==> config.mk <==
export PLATFORM = sky130hd
export DESIGN_NAME = clkctl_regs
export DESIGN_NICKNAME = d
export VERILOG_FILES = /design/src/rtl/clkctl_pkg.sv /design/src/rtl/clkctl_pllreg.sv /design/src/rtl/clkctl_selreg.sv /design/src/rtl/clkctl_waitstop.sv /design/src/rtl/clkctl_regs.sv
export SDC_FILE = /design/constraint.sdc
export NUM_CORES = 1
export LEC_CHECK = 0
export BUFFER_PORTS_ARGS = -buffer_cell sky130_fd_sc_hd__buf_2
export CORE_UTILIZATION = 43
export CTS_CLUSTER_DIAMETER = 120
export DETAILED_ROUTE_END_ITERATION = 7
export PLACE_DENSITY = 0.77
export SETUP_SLACK_MARGIN = 0.05
export SLEW_MARGIN = 20
export SYNTH_ARGS = -nofsm -noshare
export SYNTH_HDL_FRONTEND = slang
export SYNTH_SLANG_ARGS = --single-unit
==> constraint.sdc <==
create_clock -name clk -period 1.4 [get_ports clk]
set_input_delay 0 -clock clk [delete_from_list [all_inputs] [get_ports clk]]
set_output_delay 0 -clock clk [all_outputs]
set_load 0.01 [all_outputs]
==> src/rtl/clkctl_pkg.sv <==
package clkctl_pkg;
   // PLL control register bit positions
   localparam int PC_CME   = 7;
   localparam int PC_PLLON = 6;
   localparam int PC_FSTWK = 3;
   // clock-select register bit positions
   localparam int CS_PLLSEL = 7;
   localparam int CS_RTIW   = 1;
   localparam int CS_WDW    = 0;
   localparam logic [7:0] CS_MASK = 8'h83;
endpackage

==> src/rtl/clkctl_pllreg.sv <==
module clkctl_pllreg
   import clkctl_pkg::*;
#(
   parameter int         DATA_W  = 8,
   parameter logic [7:0] RST_VAL = 8'hC1
) (
   input  logic              clk,
   input  logic              rst_n,
   input  logic              wr,
   input  logic [DATA_W-1:0] wdata,
   input  logic              scm_active,
   input  logic              pll_sel,
   output logic [DATA_W-1:0] reg_q
);
   logic [DATA_W-1:0] nxt;

   always_comb begin
      nxt = reg_q;
      if (wr) begin
         nxt[PC_PLLON-1:0] = wdata[PC_PLLON-1:0];
         if (!scm_active) nxt[PC_CME]   = wdata[PC_CME];
         if (!pll_sel)    nxt[PC_PLLON] = wdata[PC_PLLON];
      end
   end

   always_ff @(posedge clk or negedge rst_n) begin
      if (!rst_n) reg_q <= RST_VAL;
      else        reg_q <= nxt;
   end
endmodule

==> src/rtl/clkctl_selreg.sv <==
module clkctl_selreg
   import clkctl_pkg::*;
#(
   parameter int DATA_W = 8
) (
   input  logic              clk,
   input  logic              rst_n,
   input  logic              wr,
   input  logic [DATA_W-1:0] wdata,
   input  logic              special_mode,
   output logic [DATA_W-1:0] reg_q,
   output logic              lock_q
);
   logic [DATA_W-1:0] nxt;
   logic              lock_nxt;

   always_comb begin
      nxt      = reg_q;
      lock_nxt = lock_q;
      if (wr) begin
         nxt[CS_PLLSEL] = wdata[CS_PLLSEL];
         nxt[CS_RTIW]   = wdata[CS_RTIW];
         if (special_mode || !lock_q) nxt[CS_WDW] = wdata[CS_WDW];
         if (!special_mode) lock_nxt = 1'b1;
      end
      nxt = nxt & CS_MASK;
   end

   always_ff @(posedge clk or negedge rst_n) begin
      if (!rst_n) begin
         reg_q  <= '0;
         lock_q <= 1'b0;
      end else begin
         reg_q  <= nxt;
         lock_q <= lock_nxt;
      end
   end
endmodule

==> src/rtl/clkctl_waitstop.sv <==
module clkctl_waitstop #(
   parameter bit WAIT_EDGE = 1'b1
) (
   input  logic clk,
   input  logic rst_n,
   input  logic wait_mode,
   input  logic rti_en,
   input  logic wdog_en,
   output logic rti_stop_clr,
   output logic wdog_stop_clr
);
   logic fire;

   generate
      if (WAIT_EDGE) begin : g_edge
         logic wait_q;
         always_ff @(posedge clk or negedge rst_n) begin
            if (!rst_n) wait_q <= 1'b0;
            else        wait_q <= wait_mode;
         end
         assign fire = wait_mode & ~wait_q;
      end else begin : g_level
         assign fire = wait_mode;
      end
   endgenerate

   assign rti_stop_clr  = fire & rti_en;
   assign wdog_stop_clr = fire & wdog_en;
endmodule

==> src/rtl/clkctl_regs.sv <==
module clkctl_regs
   import clkctl_pkg::*;
#(
   parameter int         ADDR_W    = 8,
   parameter int         DATA_W    = 8,
   parameter logic [7:0] PLL_OFS   = 8'h06,
   parameter logic [7:0] SEL_OFS   = 8'h05,
   parameter logic [7:0] PLL_RST   = 8'hC1,
   parameter bit         WAIT_EDGE = 1'b1
) (
   input  logic              clk,
   input  logic              rst_n,
   input  logic              special_mode,
   input  logic [ADDR_W-1:0] addr,
   input  logic              wr_en,
   input  logic [DATA_W-1:0] wr_data,
   output logic [DATA_W-1:0] rd_data,
   input  logic              scm_active,
   input  logic              pseudo_stop,
   input  logic              stop_active,
   input  logic              stop_wake,
   input  logic              wait_mode,
   output logic              pll_power,
   output logic              clkmon_en,
   output logic              rti_stop_clr,
   output logic              wdog_stop_clr
);
   localparam logic [ADDR_W-1:0] PLL_A = ADDR_W'(PLL_OFS);
   localparam logic [ADDR_W-1:0] SEL_A = ADDR_W'(SEL_OFS);

   if (DATA_W != 8) begin : g_bad_width
      $error("clkctl_regs: DATA_W must be 8");
   end
   if (ADDR_W < 3 || ADDR_W > 8) begin : g_bad_addr
      $error("clkctl_regs: ADDR_W out of range");
   end
   if (PLL_OFS == SEL_OFS) begin : g_bad_ofs
      $error("clkctl_regs: register offsets collide");
   end

   logic              hit_pll, hit_sel, wr_pll, wr_sel;
   logic [DATA_W-1:0] pll_reg, sel_reg;
   logic              wdog_lock, fw_hold;

   assign hit_pll = (addr == PLL_A);
   assign hit_sel = (addr == SEL_A);
   assign wr_pll  = wr_en & hit_pll;
   assign wr_sel  = wr_en & hit_sel;

   clkctl_pllreg #(.DATA_W(DATA_W), .RST_VAL(PLL_RST)) u_pll (
      .clk(clk), .rst_n(rst_n), .wr(wr_pll), .wdata(wr_data),
      .scm_active(scm_active), .pll_sel(sel_reg[CS_PLLSEL]), .reg_q(pll_reg)
   );

   clkctl_selreg #(.DATA_W(DATA_W)) u_sel (
      .clk(clk), .rst_n(rst_n), .wr(wr_sel), .wdata(wr_data),
      .special_mode(special_mode), .reg_q(sel_reg), .lock_q(wdog_lock)
   );

   clkctl_waitstop #(.WAIT_EDGE(WAIT_EDGE)) u_wait (
      .clk(clk), .rst_n(rst_n), .wait_mode(wait_mode),
      .rti_en(sel_reg[CS_RTIW]), .wdog_en(sel_reg[CS_WDW]),
      .rti_stop_clr(rti_stop_clr), .wdog_stop_clr(wdog_stop_clr)
   );

   // fast wake-up hold of the clock monitor
   always_ff @(posedge clk or negedge rst_n) begin
      if (!rst_n)
         fw_hold <= 1'b0;
      else if (stop_wake && pll_reg[PC_FSTWK] && !pseudo_stop)
         fw_hold <= 1'b1;
      else if (wr_pll)
         fw_hold <= 1'b0;
   end

   assign pll_power = pll_reg[PC_PLLON] | scm_active;
   assign clkmon_en = pll_reg[PC_CME] & ~(stop_active & ~pseudo_stop) & ~fw_hold;

   always_comb begin
      if (hit_pll)      rd_data = pll_reg;
      else if (hit_sel) rd_data = sel_reg;
      else              rd_data = '0;
   end
endmodule

==> results of run 1 <==
[critical path, delay by kind of cell (launching register included)]
family / cells / cell delay [ns]
flops: 1 / 0.55
buf+inv: 2 / 0.20
compound gates: 1 / 0.19
[state kept, by name, summed over array words and instances, names as in the netlist]
register              count
u_sel.reg_q               3
u_pll.reg_q               8
fw_hold                   1
u_wait.g_edge.wait_q      1
u_sel.lock_q              1
[cell families (layout without fill, tap and decap cells)]
logic type | Yosys count | after routing | share of synthesized area
buffers and inverters | 4 | 58 | 0.0210
muxes | 11 | 11 | 0.173
AOI/OAI and AO/OA | 7 | 7 | 0.0753
DFF | 14 | 14 | 0.496
and+or+nand+nor | 24 | 24 | 0.235
[timing repair]
item                                    4_1_cts  5_1_grt
endpoints found under the hold margin        28        0
endpoints found under the setup margin        0        1
resized for setup                             0        1
hold buffers                                 12        0
[power groups by stage]
stage	combinational [mW]	sequential, mW	clock [mW]
after floorplan	0.0405	0.446	0
after CTS	0.121	0.442	0.294
after global placement	0.0939	0.449	0
after detailed placement	0.0956	0.450	0
after global routing	0.136	0.446	0.316
final	0.122	0.444	0.291
[cell usage in the layout, fill, tap and decap left out, drive strengths merged]
| cell | count |
|---|---|
| a22oi | 3 |
| o21ai | 1 |
| mux2 | 11 |
| nor2b | 2 |
| a32o | 1 |
| or2 | 1 |
| o2111ai | 1 |
| dfrtp | 11 |
| and2 | 5 |
| buf | 38 |
| or4b | 2 |
| inv | 4 |
| nor4b | 1 |
| nor2 | 5 |
| clkbuf | 4 |
| and3b | 3 |
| a211oi | 1 |
| nor4 | 2 |
| nand3 | 1 |
| nand2 | 1 |
| dfstp | 3 |
| dlygate4sd3 | 12 |
| nand4 | 1 |
[worst paths after layout]
check	end	cells after the start
worst min register to register	u_sel.lock_q	2
worst max-delay path	clkmon_en	3
worst max register to register	u_pll.reg_q[6]	2
min in group asynchronous	u_sel.lock_q	2
max in group asynchronous	u_pll.reg_q[7]	2
worst min-delay path	u_pll.reg_q[7]	3
[area by class of cell]
cell class | count | area [um^2] | area share
tap | 16 | 20.0 | 0.0184
multi-input combinational | 42 | 348 | 0.320
timing repair buffer | 50 | 315 | 0.290
clock buffer | 4 | 36.3 | 0.0333
inverter | 4 | 15.0 | 0.0138
sequential | 14 | 354 | 0.325
[per-stage QoR]
stage	utilization	area [um^2]	TNS, ns	hold WS (ns)	setup WS [ns]
6_report	0.714	1090	0	0.0676	0.175
3_5_place_dp	0.610	930	-0.0137	-0.0893	-0.0137
3_3_place_gp	0.610	930	0	-0.0899	0.0558
5_1_grt	0.714	1090	0	0.0732	0.0785
4_1_cts	0.713	1090	0	0.0562	0.132
2_1_floorplan	-	714	0	-0.296	0.200
[routing by layer]
layer	share of wire	GRT usage	up-vias
met5	0	0	-
met1	0.44	0.239	318
li1	-	-	333
met3	0.056	0.0383	0
met2	0.50	0.330	22
met4	0	0.0750	0
==> impl_metrics.env, run 1 <==
export IMPL_status="complete, no violations"
export IMPL_fill_cells=129
export IMPL_clk_pin_slew_worst_paths_ns=0.08
export IMPL_die_h_um=42.8
export IMPL_drc_errors=0
export IMPL_setup_violations=0
export IMPL_fin_cells=130
export IMPL_synthArstFlopShare=1.00
export IMPL_drv_cap=0
export IMPL_ys_seq_area_frac=0.496
export IMPL_leakagePower_nw=0.575
export IMPL_ys_types=22
export IMPL_wirelength_um=1570
export IMPL_critPathLaunch="u_pll.reg_q[7]"
export IMPL_cts_sinks=14
export IMPL_numCtsBuffers=3
export IMPL_clock_root_buffer="clkbuf_4"
export IMPL_diodes=0
export IMPL_pwr_share_comb=0.143
export IMPL_worstPathCellList="inv_1 -> a211oi_1 -> buf_2"
export IMPL_nets=140
export IMPL_yosysMostFrequentCell="dfrtp_1"
export IMPL_timing_critical_path_from_type="flop"
export IMPL_min_period_ns=1.22
export IMPL_clock_skew_ns=0.000245
export IMPL_grt_pass1_wl_um=2620
export IMPL_finalCritPeriodShare=0.875
export IMPL_p_clk_frac=0.339
export IMPL_crit_type="reg2out"
export IMPL_drv_slew=0
export IMPL_synthTopCellsByArea="dfrtp_1, mux2_2, dfstp_2"
export IMPL_worstMarginPinSlew_ns=0.314
export IMPL_cp_end_kind="output port"
export IMPL_synth_edf_count=0
export IMPL_start_util=0.469
export IMPL_fmax_ghz=0.816
export IMPL_worstPathRequired_ns=1.40
export IMPL_crit_slowest_cell="dfstp_2"
export IMPL_num_vias=673
export IMPL_power_density_nw_per_um2=787
export IMPL_dr_first_iter_drc_count=10
export IMPL_syn_inst=60
export IMPL_drtAntennaViolNets=0
export IMPL_ys_ff_latch=14
export IMPL_synth_area_um2=714
export IMPL_hpwl_um=1120
export IMPL_first_global_vias=633
export IMPL_finalPower_mw=0.856
export IMPL_grt_max_degree=15
export IMPL_r2r_slack_ns=0.26
export IMPL_mappedNetlistNets=85
export IMPL_grt_overflow=0
export IMPL_p_switching_mw=0.192
export IMPL_grt_antenna_before_repair=0
export IMPL_top_level_ports=37
export IMPL_die_w_um=42.8
export IMPL_port_buffers=36
export IMPL_cts_tree="done"
export IMPL_regToRegStartpoint="u_sel.reg_q[7]"
export IMPL_via_per_inst=5.18
export IMPL_yosys_warnings=0
export IMPL_h_tree_depth=1
export IMPL_intPower_mw=0.664
export IMPL_coreArea_um2=1520
export IMPL_switching_share=0.224
export IMPL_hold_viol=0
export IMPL_cpPeakStageDelay_ns=0.55
export IMPL_placementRows=14
export IMPL_crit_fanout=3
export IMPL_cts_setup_buffers=0
export IMPL_dieArea_um2=1830
export IMPL_yosysTopAreaCell="dfrtp_1"
export IMPL_drive_above_1_share=0.518
export IMPL_ir_drop_v=0.000785
export IMPL_dr_pass1_iters=4
export IMPL_area_growth_pct=52.4
export IMPL_clockBufferDepth=2
export IMPL_rsz0062_at_grt="no"
export IMPL_worst_hold_startpoint="scm_active"
export IMPL_syn_avg_cell_area_um2=11.9
export IMPL_synthTopCellsByCount="dfrtp_1, mux2_2, and2_1, nor2_1, inv_1"
export IMPL_arrival_ns=1.22
export IMPL_pwr_share_seq=0.518
export IMPL_slew_headroom=0.790
export IMPL_synth_top_cell_area_share=0.385
export IMPL_dp_cells=114
export IMPL_ys_flop_type="dfrtp_1"
export IMPL_track_usage=0.194
export IMPL_min_path_type="in2reg"
export IMPL_gp_congestion=0.758
export IMPL_wl_per_cell_um=12.0
export IMPL_clk_latency_ns=0.28
(Power assumes the default switching activity.)
==> run 2, diff against run 1 <==
==> constraint.sdc (replaced) <==
create_clock -name clk -period 1.4 [get_ports clk]
set_input_delay 0.07 -clock clk [delete_from_list [all_inputs] [get_ports clk]]
set_output_delay 0.07 -clock clk [all_outputs]
set_load 0.01 [all_outputs]
==> impl_metrics.env, run 2 (synthesis gave the netlist of run 1 again) <==
export IMPL_status="complete, no violations"
export IMPL_crit_fanout=3
export IMPL_p_switching_mw=0.198
export IMPL_cts_sinks=14
export IMPL_utilization=0.673
export IMPL_coreArea_um2=1520
export IMPL_critPathLaunch="u_pll.reg_q[7]"
export IMPL_drc_errors=0
export IMPL_min_path_type="in2reg"
export IMPL_die_w_um=42.8
export IMPL_power_density_nw_per_um2=827
export IMPL_cp_end_kind="output port"
export IMPL_busiest_layer="met2"
export IMPL_hpwl_um=1170
export IMPL_top_regs="u_pll.reg_q x8, u_sel.reg_q x3"
export IMPL_track_usage=0.193
export IMPL_top_level_ports=37
export IMPL_leakagePower_nw=0.551
export IMPL_port_buffers=36
export IMPL_pwr_share_seq=0.523
export IMPL_timing_critical_path_from_type="flop"
export IMPL_arrival_ns=1.21
export IMPL_drv_cap=0
export IMPL_r2r_slack_ns=0.26
export IMPL_regToRegStartpoint="u_sel.reg_q[7]"
export IMPL_drive_above_1_share=0.589
export IMPL_hold_end="u_pll.reg_q[6]"
export IMPL_setup_violations=0
export IMPL_cts_tree="done"
export IMPL_wirelength_um=1500
export IMPL_worstMarginPinSlew_ns=0.286
export IMPL_layout_commonest_cell="buf_2"
export IMPL_largest_reg_flops=8
export IMPL_gp_congestion=0.724
export IMPL_fmax_ghz=0.782
export IMPL_most_common_layout_cells="buf_2, dfrtp_1, mux2_2, and2_1"
export IMPL_clockBufferDepth=2
export IMPL_nets=133
export IMPL_p_clk_frac=0.351
export IMPL_crit_type="reg2out"
export IMPL_die_h_um=42.8
export IMPL_clk_latency_ns=0.28
export IMPL_grt_use_met2=0.333
export IMPL_grtUsageMet3=0.0426
export IMPL_reg2reg_depth=2
export IMPL_grt_overflow=0
export IMPL_first_global_vias=656
export IMPL_dr_first_iter_drc_count=9
export IMPL_dr_pass1_iters=4
export IMPL_num_vias=652
export IMPL_placementRows=14
export IMPL_intPower_mw=0.651
export IMPL_use_met1=0.213
export IMPL_rr_endpoint="u_pll.reg_q[6]"
export IMPL_h_tree_depth=1
export IMPL_finalCritPeriodShare=0.914
export IMPL_drtAntennaViolNets=0
export IMPL_ir_drop_v=0.000616
export IMPL_wl_per_cell_um=12.2
export IMPL_dieArea_um2=1830
export IMPL_clk_pin_slew_worst_paths_ns=0.09
export IMPL_diodes=0
export IMPL_worstPathRequired_ns=1.33
export IMPL_min_period_ns=1.28
export IMPL_clock_skew_ns=0.000681
export IMPL_finalInstanceArea_um2=1030
export IMPL_start_util=0.469
export IMPL_grt_pass1_wl_um=2550
export IMPL_whs_path_depth=2
export IMPL_area_growth_pct=43.6
export IMPL_drv_slew=0
export IMPL_grt_antenna_before_repair=0
export IMPL_worst_hold_startpoint="wr_data[6]"
export IMPL_regMostFlops="u_pll.reg_q"
export IMPL_dpl_cell_area_um2=945
export IMPL_pwr_share_comb=0.126
export IMPL_via_per_inst=5.30
export IMPL_grt_max_degree=15
export IMPL_numCtsBuffers=3
export IMPL_dp_cells=116
export IMPL_fin_cells=123
export IMPL_cts_setup_buffers=0
export IMPL_clock_root_buffer="clkbuf_4"
export IMPL_rsz0062_at_grt="no"
export IMPL_fill_cells=117
export IMPL_switching_share=0.233
export IMPL_hold_viol=0
export IMPL_slew_headroom=0.808
-- run 2: cell types whose count changed in the layout (fill, tap and decap cells not counted), sizes merged --
cell         before  now
buf              38   40
dlygate4sd3      12    3
-- run 2: layer usage --
| metal | vias up | wire length, um |
|---|---|---|
| met5 | - | 0 |
| met4 | 0 | 33 |
| met3 | 4 | 84 |
| met2 | 25 | 732 |
| met1 | 306 | 653 |
| li1 | 317 | - |
-- run 2: power groups by stage --
stage | registers (mW) | clock network (mW) | logic, mW
after floorplan | 0.446 | 0 | 0.0405
after global placement | 0.449 | 0 | 0.0961
after detailed placement | 0.450 | 0 | 0.0986
after CTS | 0.442 | 0.305 | 0.105
after global routing | 0.447 | 0.323 | 0.119
final | 0.444 | 0.298 | 0.107
-- run 2: stage by stage --
step                hold slack, ns  TNS (ns)  setup WS [ns]  power (mW)
floorplan                   -0.226         0          0.130       0.487
global placement           -0.0200   -0.0250        -0.0138       0.545
detailed placement         -0.0214   -0.0948        -0.0583       0.548
CTS                         0.0119         0         0.0859       0.852
global route               0.00646         0         0.0532       0.888
finish                      0.0142         0          0.121       0.848
-- run 2: cell type report --
cell class                      instances  area, um^2  share of cell area
Inverter                                4        15.0              0.0146
Clock buffer                            4        36.3              0.0354
Timing Repair Buffer                   43         244               0.238
Sequential cell                        14         354               0.345
Multi-Input combinational cell         42         357               0.348
Tap cell                               16        20.0              0.0195
-- run 2: what timing repair did --
action,CTS,global route
endpoints found under the setup margin,0,6
hold buffers,3,0
resized for setup,0,4
endpoints found under the hold margin,16,0
-- run 2: how the worst max path moves through the flow --
stage                endpoint  slack [ns]  cells past startpoint
2_1_floorplan  u_pll.reg_q[6]        0.13                      3
3_3_place_gp   u_pll.reg_q[7]       -0.01                      4
3_5_place_dp   u_pll.reg_q[6]       -0.06                      4
4_1_cts            rd_data[5]        0.09                      6
5_1_grt            rd_data[5]        0.05                      6
6_report            clkmon_en        0.12                      3
-- run 2: worst max-delay path, stage by stage, from the launching register on --
cell and delay, ns:
dfstp_2 0.55, inv_1 0.05, a211oi_2 0.17, buf_2 0.15
==> run 3, diff against run 2 <==
Settings changed: PLACE_DENSITY 0.77 to unset, PLACE_DENSITY_LB_ADDON set to 0.25.
==> impl_metrics.env, run 3 (synthesis gave the netlist of run 1 again) <==
export IMPL_dr_pass1_iters=4
export IMPL_ir_drop_v=0.000580
export IMPL_clock_root_buffer="clkbuf_4"
export IMPL_worstMarginPinSlew_ns=0.322
export IMPL_drv_cap=0
export IMPL_fin_cells=124
export IMPL_via_per_inst=5.21
export IMPL_rsz0062_at_grt="no"
export IMPL_setup_violations=0
export IMPL_layout_commonest_cell="buf_2"
export IMPL_nets=134
export IMPL_numCtsBuffers=3
export IMPL_drtAntennaViolNets=0
export IMPL_crit_type="in2out"
export IMPL_drive_above_1_share=0.574
export IMPL_min_path_type="in2reg"
export IMPL_first_global_vias=631
export IMPL_cts_tree="done"
export IMPL_grt_antenna_before_repair=0
export IMPL_clock_skew_ns=0.000370
export IMPL_arrival_ns=1.22
export IMPL_regMostFlops="u_pll.reg_q"
export IMPL_port_buffers=36
export IMPL_leakagePower_nw=0.555
export IMPL_drv_slew=0
export IMPL_dr_first_iter_drc_count=9
export IMPL_worstPathRequired_ns=1.33
export IMPL_clk_latency_ns=0.29
export IMPL_slew_headroom=0.783
export IMPL_cp_end_kind="output port"
export IMPL_drc_errors=0
export IMPL_largest_reg_flops=8
export IMPL_wirelength_um=1570
export IMPL_top_level_ports=37
export IMPL_die_h_um=42.8
export IMPL_cts_sinks=14
export IMPL_area_growth_pct=43.6
export IMPL_power_density_nw_per_um2=782
export IMPL_h_tree_depth=1
export IMPL_finalCritPeriodShare=0.921
export IMPL_diodes=0
export IMPL_timing_critical_path_from_type="primary input"
export IMPL_clk_pin_slew_worst_paths_ns=0.08
export IMPL_grt_overflow=0
export IMPL_placementRows=14
export IMPL_crit_fanout=5
export IMPL_dp_cells=117
export IMPL_fill_cells=130
export IMPL_num_vias=646
export IMPL_track_usage=0.189
export IMPL_top_regs="u_pll.reg_q x8, u_sel.reg_q x3"
export IMPL_hpwl_um=1240
export IMPL_grt_max_degree=15
export IMPL_cts_setup_buffers=0
export IMPL_die_w_um=42.8
export IMPL_hold_viol=0
export IMPL_fmax_ghz=0.775
export IMPL_coreArea_um2=1520
export IMPL_min_period_ns=1.29
export IMPL_clockBufferDepth=2
export IMPL_dieArea_um2=1830
export IMPL_gp_congestion=0.802
export IMPL_most_common_layout_cells="buf_2, dfrtp_1, mux2_2"
export IMPL_start_util=0.469
export IMPL_regArea_um2=354
export IMPL_multi_input_area_um2=363
export IMPL_status="complete, no violations"
export IMPL_grt_pass1_wl_um=2580
export IMPL_wl_per_cell_um=12.7
export IMPL_finalPower_mw=0.802
-- run 3: what timing repair did --
action,CTS,global route
endpoints found under the hold margin,16,0
hold buffers,3,0
resized for setup,0,3
setup endpoints to repair,0,7
-- run 3: worst paths after layout --
path                       depth (start not counted)        endpoint           start  slack [ns]
max                                                6      rd_data[5]         addr[7]        0.11
min                                                2  u_pll.reg_q[6]      wr_data[6]       0.003
max reg2reg                                        2  u_pll.reg_q[6]  u_sel.reg_q[7]        0.22
min reg2reg                                        2    u_sel.lock_q    u_sel.lock_q        0.49
max in group asynchronous                          2  u_pll.reg_q[6]           rst_n        0.91
min in group asynchronous                          2    u_sel.lock_q           rst_n        0.20
-- run 3: area by class of cell --
type	instances	share of cell area
Inverter	4	0.0146
Timing Repair Buffer	44	0.241
Clock buffer	4	0.0256
Multi-Input combinational cell	42	0.354
Sequential cell	14	0.345
Tap cell	16	0.0195
-- run 3: power breakdown --
part | internal, mW | total [mW] | switching (mW)
Clock | 0.111 | 0.247 | 0.136
Combinational | 0.0652 | 0.112 | 0.0470
Sequential | 0.430 | 0.443 | 0.0131
-- run 3: critical path, stage by stage --
cell	delay, ns
buf_2	0.11
or4b_4	0.54
nor2_1	0.11
buf_4	0.14
and2_1	0.12
buf_2	0.12
-- run 3: stage by stage --
stage / instance area [um^2] / hold WS [ns] / setup WS, ns / util / TNS [ns]
detailed placement: 952 / -0.0154 / -0.0829 / 0.625 / -0.601
floorplan: 714 / -0.226 / 0.130 / - / 0
global route: 1030 / 0.0111 / 0.0553 / 0.673 / 0
finish: 1030 / 0.00292 / 0.110 / 0.673 / 0
global placement: 952 / -0.0193 / -0.0565 / 0.625 / -0.116
CTS: 1010 / 0.00734 / 0.0933 / 0.662 / 0
-- run 3: per-layer routing --
layer,track usage,vias up,part of all wire
li1,-,317,-
met1,0.236,304,0.44
met2,0.312,22,0.48
met3,0.0468,3,0.059
met4,0.0750,0,0.012
met5,0,-,0
